File: config.mk
export PLATFORM = sky130hd
export DESIGN_NAME = asram_ctrl
export DESIGN_NICKNAME = d
export VERILOG_FILES = /design/src/rtl/asram_pkg.sv /design/src/rtl/asram_phase_cnt.sv /design/src/rtl/asram_seq.sv /design/src/rtl/asram_lane.sv /design/src/rtl/asram_ctrl.sv
export SDC_FILE = /design/constraint.sdc
export NUM_CORES = 1
export LEC_CHECK = 0
export BUFFER_PORTS_ARGS = -buffer_cell sky130_fd_sc_hd__buf_2
export CORE_AREA = 2 2 74 76
export DETAILED_ROUTE_END_ITERATION = 8
export DIE_AREA = 0 0 76 78
export GPL_ROUTABILITY_DRIVEN = 0
export GPL_TIMING_DRIVEN = 0
export PLACE_DENSITY = 0.79
export SETUP_SLACK_MARGIN = 0.2
export SLEW_MARGIN = 20
export SYNTH_ARGS = -nofsm -noshare
export SYNTH_HDL_FRONTEND = slang
export SYNTH_SLANG_ARGS = --single-unit
File: constraint.sdc
create_clock -name clk_i -period 4.5 [get_ports clk_i]
set_input_delay 0 -clock clk_i [delete_from_list [all_inputs] [get_ports clk_i]]
set_output_delay 0 -clock clk_i [all_outputs]
set_load 0.02 [all_outputs]
File: src/rtl/asram_pkg.sv
package asram_pkg;
  localparam int DATA_W = 16;
  localparam int LANES  = DATA_W / 8;

  typedef enum logic [2:0] {
    ST_IDLE,
    ST_READ,
    ST_WSETUP,
    ST_WPULSE,
    ST_WHOLD
  } phase_e;
endpackage

File: src/rtl/asram_phase_cnt.sv
module asram_phase_cnt #(
  parameter int CNT_W = 3
) (
  input  logic             clk_i,
  input  logic             rst_ni,
  input  logic             load_i,
  input  logic [CNT_W-1:0] load_val_i,
  output logic             done_o
);
  logic [CNT_W-1:0] cnt_q;

  always_ff @(posedge clk_i or negedge rst_ni) begin
    if (!rst_ni)          cnt_q <= '0;
    else if (load_i)      cnt_q <= load_val_i;
    else if (cnt_q != '0) cnt_q <= cnt_q - 1'b1;
  end

  assign done_o = (cnt_q == '0);
endmodule

File: src/rtl/asram_seq.sv
module asram_seq
  import asram_pkg::*;
#(
  parameter int READ_CYC     = 5,
  parameter int WE_SETUP_CYC = 1,
  parameter int WE_PULSE_CYC = 4,
  parameter int HOLD_CYC     = 1,
  parameter int CNT_W        = 3
) (
  input  logic             clk_i,
  input  logic             rst_ni,
  input  logic             start_i,
  input  logic             we_i,
  input  logic             done_i,
  output phase_e           phase_o,
  output logic             load_o,
  output logic [CNT_W-1:0] load_val_o
);
  localparam logic [CNT_W-1:0] RD_LEN = CNT_W'(READ_CYC - 1);
  localparam logic [CNT_W-1:0] SU_LEN = CNT_W'(WE_SETUP_CYC - 1);
  localparam logic [CNT_W-1:0] PW_LEN = CNT_W'(WE_PULSE_CYC - 1);
  localparam logic [CNT_W-1:0] HD_LEN = CNT_W'(HOLD_CYC - 1);

  phase_e phase_q, phase_d;

  always_comb begin
    phase_d    = phase_q;
    load_o     = 1'b0;
    load_val_o = '0;
    unique case (phase_q)
      ST_IDLE: if (start_i) begin
        phase_d    = we_i ? ST_WSETUP : ST_READ;
        load_o     = 1'b1;
        load_val_o = we_i ? SU_LEN : RD_LEN;
      end
      ST_READ:   if (done_i) phase_d = ST_IDLE;
      ST_WSETUP: if (done_i) begin
        phase_d    = ST_WPULSE;
        load_o     = 1'b1;
        load_val_o = PW_LEN;
      end
      ST_WPULSE: if (done_i) begin
        phase_d    = ST_WHOLD;
        load_o     = 1'b1;
        load_val_o = HD_LEN;
      end
      ST_WHOLD:  if (done_i) phase_d = ST_IDLE;
      default:   phase_d = ST_IDLE;
    endcase
  end

  always_ff @(posedge clk_i or negedge rst_ni) begin
    if (!rst_ni) phase_q <= ST_IDLE;
    else         phase_q <= phase_d;
  end

  assign phase_o = phase_q;


  pulse_after_setup_chk: assert property (@(posedge clk_i) disable iff (!rst_ni)
    (phase_q == ST_WPULSE) |-> ($past(phase_q) == ST_WSETUP || $past(phase_q) == ST_WPULSE));


  hold_after_pulse_chk: assert property (@(posedge clk_i) disable iff (!rst_ni)
    (phase_q == ST_WHOLD) |-> ($past(phase_q) == ST_WPULSE || $past(phase_q) == ST_WHOLD));
endmodule

File: src/rtl/asram_lane.sv
module asram_lane (
  input  logic       clk_i,
  input  logic       rst_ni,
  input  logic       en_i,
  input  logic       busy_i,
  input  logic       cap_i,
  input  logic [7:0] din_i,
  output logic       bsel_n_o,
  output logic [7:0] rdata_o
);
  assign bsel_n_o = !(busy_i && en_i);

  always_ff @(posedge clk_i or negedge rst_ni) begin
    if (!rst_ni)    rdata_o <= '0;
    else if (cap_i) rdata_o <= en_i ? din_i : 8'h00;
  end


  off_lane_zero_chk: assert property (@(posedge clk_i) disable iff (!rst_ni)
    (cap_i && !en_i) |=> (rdata_o == 8'h00));
endmodule

File: src/rtl/asram_ctrl.sv
module asram_ctrl
  import asram_pkg::*;
#(
  parameter int ADDR_W       = 18,
  parameter int READ_CYC     = 5,
  parameter int WE_SETUP_CYC = 1,
  parameter int WE_PULSE_CYC = 4,
  parameter int HOLD_CYC     = 1
) (
  input  logic              clk_i,
  input  logic              rst_ni,
  input  logic              req_valid_i,
  output logic              req_ready_o,
  input  logic              req_we_i,
  input  logic [ADDR_W-1:0] req_addr_i,
  input  logic [DATA_W-1:0] req_wdata_i,
  input  logic [LANES-1:0]  req_be_i,
  output logic              rsp_valid_o,
  output logic [DATA_W-1:0] rsp_rdata_o,
  output logic [ADDR_W-1:0] mem_addr_o,
  output logic [DATA_W-1:0] mem_dq_o,
  output logic              mem_dq_oe_o,
  input  logic [DATA_W-1:0] mem_dq_i,
  output logic              mem_sel_n_o,
  output logic              mem_sel_o,
  output logic              mem_oe_n_o,
  output logic              mem_we_n_o,
  output logic              mem_lb_n_o,
  output logic              mem_ub_n_o
);
  localparam int MAX_A   = (READ_CYC > WE_SETUP_CYC) ? READ_CYC : WE_SETUP_CYC;
  localparam int MAX_B   = (WE_PULSE_CYC > HOLD_CYC) ? WE_PULSE_CYC : HOLD_CYC;
  localparam int MAX_CYC = (MAX_A > MAX_B) ? MAX_A : MAX_B;
  localparam int CNT_W   = $clog2(MAX_CYC + 1);

  phase_e             phase;
  logic               load, done, busy, start, last_rd;
  logic [CNT_W-1:0]   load_val;
  logic [ADDR_W-1:0]  addr_q;
  logic [DATA_W-1:0]  wdata_q;
  logic [LANES-1:0]   be_q, bsel_n;

  assign busy    = (phase != ST_IDLE);
  assign start   = req_valid_i && !busy;
  assign last_rd = (phase == ST_READ) && done;

  always_ff @(posedge clk_i or negedge rst_ni) begin
    if (!rst_ni) begin
      addr_q  <= '0;
      wdata_q <= '0;
      be_q    <= '0;
    end else if (start) begin
      addr_q  <= req_addr_i;
      wdata_q <= req_wdata_i;
      be_q    <= req_be_i;
    end
  end

  always_ff @(posedge clk_i or negedge rst_ni) begin
    if (!rst_ni) rsp_valid_o <= 1'b0;
    else         rsp_valid_o <= last_rd;
  end

  asram_seq #(
    .READ_CYC(READ_CYC), .WE_SETUP_CYC(WE_SETUP_CYC),
    .WE_PULSE_CYC(WE_PULSE_CYC), .HOLD_CYC(HOLD_CYC), .CNT_W(CNT_W)
  ) u_seq (
    .clk_i(clk_i), .rst_ni(rst_ni), .start_i(start), .we_i(req_we_i),
    .done_i(done), .phase_o(phase), .load_o(load), .load_val_o(load_val)
  );

  asram_phase_cnt #(.CNT_W(CNT_W)) u_cnt (
    .clk_i(clk_i), .rst_ni(rst_ni), .load_i(load),
    .load_val_i(load_val), .done_o(done)
  );

  for (genvar l = 0; l < LANES; l++) begin : g_lane
    asram_lane u_lane (
      .clk_i(clk_i), .rst_ni(rst_ni), .en_i(be_q[l]), .busy_i(busy),
      .cap_i(last_rd), .din_i(mem_dq_i[l*8 +: 8]),
      .bsel_n_o(bsel_n[l]), .rdata_o(rsp_rdata_o[l*8 +: 8])
    );
  end

  assign req_ready_o = !busy;
  assign mem_addr_o  = addr_q;
  assign mem_dq_o    = wdata_q;
  assign mem_dq_oe_o = (phase == ST_WPULSE) || (phase == ST_WHOLD);
  assign mem_sel_n_o = !busy;
  assign mem_sel_o   = busy;
  assign mem_oe_n_o  = (phase != ST_READ);
  assign mem_we_n_o  = (phase != ST_WPULSE);
  assign mem_lb_n_o  = bsel_n[0];
  assign mem_ub_n_o  = bsel_n[LANES-1];


  no_bus_fight_chk: assert property (@(posedge clk_i) disable iff (!rst_ni)
    mem_dq_oe_o |-> mem_oe_n_o);


  we_low_drives_chk: assert property (@(posedge clk_i) disable iff (!rst_ni)
    !mem_we_n_o |-> (mem_dq_oe_o && !mem_sel_n_o && mem_sel_o));


  we_fall_after_setup_chk: assert property (@(posedge clk_i) disable iff (!rst_ni)
    $fell(mem_we_n_o) |-> ($past(!mem_sel_n_o) && $past(!mem_dq_oe_o)));


  one_outstanding_chk: assert property (@(posedge clk_i) disable iff (!rst_ni)
    (req_valid_i && req_ready_o) |=> !req_ready_o);


  rsp_after_read_chk: assert property (@(posedge clk_i) disable iff (!rst_ni)
    rsp_valid_o |-> ($past(!mem_oe_n_o) && mem_oe_n_o));


  addr_stable_chk: assert property (@(posedge clk_i) disable iff (!rst_ni)
    (!req_ready_o && $past(!req_ready_o)) |-> $stable(mem_addr_o));
endmodule

==> results of run 1 <==
## cells by family (layout without fill, tap and decap cells)
family | Yosys count | count (layout) | share of synthesized area
flops | 59 | 59 | 0.610
mux | 36 | 36 | 0.167
compound gates | 41 | 41 | 0.0930
fa+ha+maj | 2 | 2 | 0.0103
buf+inv | 19 | 202 | 0.0444
simple gates | 38 | 38 | 0.0749
## per-stage QoR
step,utilization,setup slack [ns]
4_1_cts,0.760,2.69
2_1_floorplan,-,2.85
5_1_grt,0.760,2.59
6_report,0.760,2.70
3_5_place_dp,0.611,2.69
3_3_place_gp,0.611,2.71
## cells in the final DEF, fill, tap and decap left out
cell type and count:
or3b_1 1, inv_1 4, a2bb2oi_1 1, o21ai_1 9, a221oi_1 1, nand2_1 21, nor2b_1 3, nand3_1 1
a211oi_1 2, buf_2 118, mux2_2 36, or2_1 1, buf_4 3, nor4b_2 1, a21oi_1 2, clkbuf_1 6
ha_1 2, dfrtp_1 59, buf_1 2, bufinv_16 2, nor3_1 4, nor3b_1 1, a211o_1 2, nand2b_1 1
clkbuf_8 10, dlygate4sd3_1 54, nor2_1 4, o21ai_0 24, buf_6 3
## final cells by class
type                       instances  area, µm²  area share
timing repair buffer             168       1110       0.291
clock inverter                     2       60.1      0.0157
clock buffer                      13        149      0.0389
tap                               70       87.6      0.0229
inverter                           4       15.0     0.00392
buffer                            15       92.6      0.0242
multi-input combinational        117        837       0.218
sequential                        59       1480       0.385
## worst reg2reg max path: cells and delay by family, from the launching register on
kind | cells | cell delay (ns)
buffers and inverters | 2 | 0.51
and+or+nand+nor | 1 | 0.44
muxes | 1 | 0.39
DFF | 1 | 0.35
## what timing repair did
item | 4_1_cts | 5_1_grt
hold endpoints to repair | 112 | 0
setup buffers | 0 | 0
hold buffers | 54 | 0
## cells in the mapped netlist
cell | number | area share
dfrtp_1 | 59 | 0.61
mux2_2 | 36 | 0.17
o21ai_0 | 24 | 0.050
nand2_1 | 21 | 0.033
o21ai_1 | 9 | 0.019
buf_2 | 5 | 0.010
inv_1 | 4 | 0.0062
nor2_1 | 4 | 0.0062
nor3_1 | 4 | 0.0083
buf_6 | 3 | 0.014
clkbuf_1 | 3 | 0.0047
nor2b_1 | 3 | 0.0078
a211o_1 | 2 | 0.0072
a211oi_1 | 2 | 0.0062
a21oi_1 | 2 | 0.0041
buf_1 | 2 | 0.0031
buf_4 | 2 | 0.0062
ha_1 | 2 | 0.010
a221oi_1 | 1 | 0.0036
a2bb2oi_1 | 1 | 0.0036
nand2b_1 | 1 | 0.0026
nand3_1 | 1 | 0.0021
nor3b_1 | 1 | 0.0031
nor4b_2 | 1 | 0.0062
or2_1 | 1 | 0.0026
or3b_1 | 1 | 0.0036
## metal layers
| layer | track usage | wire [µm] |
|---|---|---|
| met4 | 0.125 | 149 |
| met3 | 0.0616 | 428 |
| met1 | 0.295 | 2880 |
| met2 | 0.435 | 3570 |
| met5 | 0 | 0 |
## report_power, final
group | total (mW) | switching, mW | leakage (nW) | internal [mW]
Sequential | 0.939 | 0.145 | 0.714 | 0.794
Clock | 0.516 | 0.192 | 0.104 | 0.325
Combinational | 1.31 | 0.779 | 1.05 | 0.527
Total | 2.76 | 1.12 | 1.87 | 1.65
## how the worst min path moves through the flow
stage	to	slack, ns	from	cells past startpoint
floorplan	be_q[0]$_DFFE_PN0P_	-0.30	rst_ni	0
global placement	u_cnt.cnt_q[2]$_DFFE_PN0P_	0.21	req_we_i	2
detailed placement	mem_dq_o[1]$_DFFE_PN0P_	0.11	rst_ni	1
CTS	u_seq.phase_o[1]$_DFFE_PN0P_	0.08	req_valid_i	4
global route	u_seq.phase_o[1]$_DFFE_PN0P_	0.12	req_valid_i	4
finish	u_seq.phase_o[1]$_DFFE_PN0P_	0.09	req_valid_i	4
## sequential cells by signal (all words and copies together) (netlist names)
signal	flops
mem_addr_o	18
g_lane.u_lane.rdata_o	16
mem_dq_o	16
u_cnt.cnt_q	3
u_seq.phase_o	3
be_q	2
rsp_valid_o	1
==> impl_metrics.toml, run 1 <==
[setup_path]
endpoint = "mem_dq_o[6]$_DFFE_PN0P_"
rrSetupSlack_ns = 2.70
arrival_ns = 2.02
cp.required_ns = 4.71
rr_endpoint = "mem_dq_o[6]$_DFFE_PN0P_"
crit_buf_inv = 2
worstRegToRegCells = 4
startpoint = "u_seq.phase_o[0]$_DFFE_PN0P_"
start_kind = "flip-flop"
r2r_start = "u_seq.phase_o[0]$_DFFE_PN0P_"
path_class = "reg2reg"
critPathCaptureType = "flip-flop"
crit_cells = 4
crit_family = "buffers and inverters"
crit_path_max_fanout = 10
max_stage_delay_ns = 0.44
crit_chain = "buf_4 > nor4b_2 > buf_2 > mux2_2"
slowest_stage = "nor4b_2"

[clock_network]
htreeDepth = 3
tritoncts = "built"
clkSlewWorstSetupHoldPaths_ns = 0.06
cts_buffers = 9
cts_max_path_buffers = 2
cts_num_sinks = 59
cts_resized = 0
clock-root-buffer = "clkbuf_8"
clk_latency_ns = 0.33

[place]
dp_cells = 379
dpl_cell_area_um2 = 3080
dp.final_hpwl_um = 4060
port_buffers = 114

[die]
die_w_um = 76
coreArea_um2 = 5040
rows = 26
initial_core_util = 0.480
io_pins = 115
die_area_um2 = 5930
dieHeight_um = 78

[yosys]
seq_area_frac_synth = 0.610
synthCells = 195
ys_seq_elements = 59
syn_area_per_cell_um2 = 12.4
ys_types = 26
syn_nets = 253
yosysWarnings = 0
syn_area_um2 = 2420

[timing]
period_needed_ns = 1.80
max_freq_ghz = 0.554
fin_tns_setup_ns = 0
rsz0062_at_grt = "no"
finalClockSkew_ns = 0.0100
finalHoldViolCount = 0
finalCritPeriodShare = 0.401
worst_pin_slew_ns = 0.708
hold_slack_ns = 0.0880
slew_violations = 0
finalSetupViolCount = 0
max_slew_margin = 0.528

[layout]
nNetsFinal = 432
antenna_cells = 0
drive_gt1_frac = 0.458
final_cell_area_um2 = 3830
stdcell_count = 448
syn_to_final_growth_pct = 58.2
fillCellCount = 323

[global_routing]
grt_use_total = 0.252
grt_pass1_vias = 2356
antenna_found_initial = 0
grt_pass1_wl_um = 11400
grt_max_degree = 60
overflow = 0

[pwr]
powerDensity_nw_per_um2 = 721
p_total_mw = 2.76
p_leak_nw = 1.87
peakVddDrop_mv = 0.416

[status]
status = "completed"

[route]
drc = 0
wl_per_cell_um = 15.7
drt_iter0_drc = 98
postRouteWirelength_um = 7030
num_vias = 2216
drt_first_pass_iters = 4
antenna_left = 0
routed_via_density = 4.95

[hold_path]
hp-class = "in2reg"

[run]
drv_cap = 0
No activity file was read; power rests on OpenSTA's default activity.
==> run 2: changes to the inputs <==
- CORE_AREA: 2 2 74 76 -> 2 2 80 82
- DIE_AREA: 0 0 76 78 -> 0 0 82 84
- PLACE_DENSITY: 0.79 -> 0.72
- clock period: 4.5 -> 1.5 ns (I/O delays scaled with it)
==> run 2 against run 1 <==
Effect of this change: the flow now finishes with violations (negative setup slack); via count increased by 7.3%; final cell count grew 7.6%; wire length rose by 15%; die area up 16%; power rose to 3.6 times the previous value; combinational power grew to 4.3 times the previous value; sequential power increased to 3.0 times the previous value; register-to-register slack worse by 2.9 ns; global-route usage decreased by 4.0 points; critical path type unchanged; critical endpoint is now g_lane[0].u_lane.rdata_o[1]$_DFFE_PN0P_.
==> impl_metrics.toml, run 2 (same netlist as run 1, synthesis figures left out) <==
[status]
status = "complete, but fails checks"
violations = "negative setup slack"

[timing]
finalClockSkew_ns = 0.00948
period_needed_ns = 1.73
finalSetupViolCount = 61
rsz0062_at_grt = "yes"
finalHoldViolCount = 0
max_freq_ghz = 0.578
worst_pin_slew_ns = 0.758
setup_slack_ns = -0.230
hold_slack_ns = 0.0822
slew_violations = 0
finalCritPeriodShare = 1.15
max_slew_margin = 0.495

[global_routing]
overflow = 0
grt_pass1_wl_um = 11200
grt_max_degree = 60
antenna_found_initial = 0
grt_use_total = 0.212
grt_pass1_vias = 2396

[setup_path]
path_class = "reg2reg"
startpoint = "u_seq.phase_o[1]$_DFFE_PN0P_"
rrSetupSlack_ns = -0.23
crit_path_max_fanout = 5
critPathCaptureType = "flip-flop"
cp.required_ns = 1.75
arrival_ns = 1.98
start_kind = "flip-flop"
r2r_start = "u_seq.phase_o[1]$_DFFE_PN0P_"

[clock_network]
clkSlewWorstSetupHoldPaths_ns = 0.07
cts_buffers = 9
cts_num_sinks = 59
htreeDepth = 3
clk_latency_ns = 0.32
clock-root-buffer = "clkbuf_8"
tritoncts = "built"
cts_max_path_buffers = 2

[layout]
stdcell_count = 482
drive_gt1_frac = 0.593
syn_to_final_growth_pct = 91.6
final_cell_area_um2 = 4640
nNetsFinal = 459
layout_common_cells = "buf_2 (105), dfrtp_1 (58), dlygate4sd3_1 (54)"
antenna_cells = 0
fin_util = 0.761
largest_reg_flops = 18
layout_commonest_cell = "buf_2"

[die]
die_w_um = 82
die_area_um2 = 6890
initial_core_util = 0.397
rows = 29
io_pins = 115
coreArea_um2 = 6100
dieHeight_um = 84

[route]
postRouteWirelength_um = 8090
antenna_left = 0
drc = 0
wl_per_cell_um = 16.8
num_vias = 2378
drt_first_pass_iters = 4
drt_iter0_drc = 66
routed_via_density = 4.93

[place]
dpl_cell_area_um2 = 3100
dp_cells = 386
port_buffers = 114
dp.final_hpwl_um = 3880

[pwr]
peakVddDrop_mv = 1.21
p_total_mw = 9.88
powerDensity_nw_per_um2 = 2130
p_leak_nw = 2.27

[run]
drv_cap = 0

[hold_path]
hold_path.startpoint = "req_valid_i"
hp-class = "in2reg"
==> run 2: changes by cell type in the layout (fill, tap and decap cells not counted), sizes merged <==
| cell | delta |
|---|---|
| buf | +26 |
| bufinv | -2 |
| clkbuf | +2 |
| clkinv | +2 |
| inv | -1 |
==> run 2: layout make-up <==
| type | instances | area [µm²] |
|---|---|---|
| flip-flops and latches | 59 | 1480 |
| multi-input cells | 117 | 1130 |
| clock buffers | 14 | 193 |
| fillers | 394 | 1460 |
| inverters | 4 | 20.0 |
| plain buffers | 15 | 183 |
| well taps | 77 | 96.3 |
| repair buffers | 195 | 1540 |
| clock inverters | 1 | 5.00 |
==> run 2: power breakdown <==
group | internal [mW] | switching (mW)
sequential | 2.38 | 0.431
clock | 0.815 | 0.598
combinational | 2.81 | 2.84
total | 6.01 | 3.87
==> run 2: metrics by stage <==
step | setup slack [ns] | TNS [ns]
after floorplan | -0.0947 | -4.27
after global placement | -0.417 | -17.16
after detailed placement | -0.439 | -18.28
after CTS | -0.162 | -6.58
after global routing | -0.266 | -12.62
final | -0.230 | -8.88
==> run 2: final timing paths <==
| check | to | depth (start not counted) |
|---|---|---|
| worst max-delay path | g_lane[0].u_lane.rdata_o[1]$_DFFE_PN0P_ | 7 |
| worst min-delay path | u_seq.phase_o[0]$_DFFE_PN0P_ | 3 |
| worst max register to register | g_lane[0].u_lane.rdata_o[1]$_DFFE_PN0P_ | 7 |
| worst min register to register | u_cnt.cnt_q[1]$_DFFE_PN0P_ | 1 |
| max in group asynchronous | u_seq.phase_o[2]$_DFFE_PN0P_ | 2 |
| min in group asynchronous | be_q[0]$_DFFE_PN0P_ | 2 |
==> run 2: timing repair <==
| action | in CTS | in global routing |
|---|---|---|
| resized for setup | 79 | 64 |
| hold buffers | 54 | 0 |
| pin swaps | 3 | 13 |
| endpoints found under the hold margin | 112 | 0 |
| gates cloned | 3 | 3 |
| buffers inserted | 14 | 7 |
| endpoints found under the setup margin | 67 | 67 |
==> run 2: critical path, cell delays in order (launching register included) <==
cell and delay [ns]:
dfrtp_1 0.38, buf_6 0.13, or3b_1 0.36, buf_6 0.14, or2_4 0.25, buf_8 0.14
buf_12 0.13, o21ai_2 0.12
==> run 2: routing by layer <==
| layer | global-route usage | wire (µm) | up-vias |
|---|---|---|---|
| met5 | 0 | 0 | - |
| li1 | - | - | 1081 |
| met2 | 0.369 | 4310 | 111 |
| met4 | 0.0636 | 185 | 0 |
| met3 | 0.0552 | 479 | 22 |
| met1 | 0.252 | 3120 | 1164 |
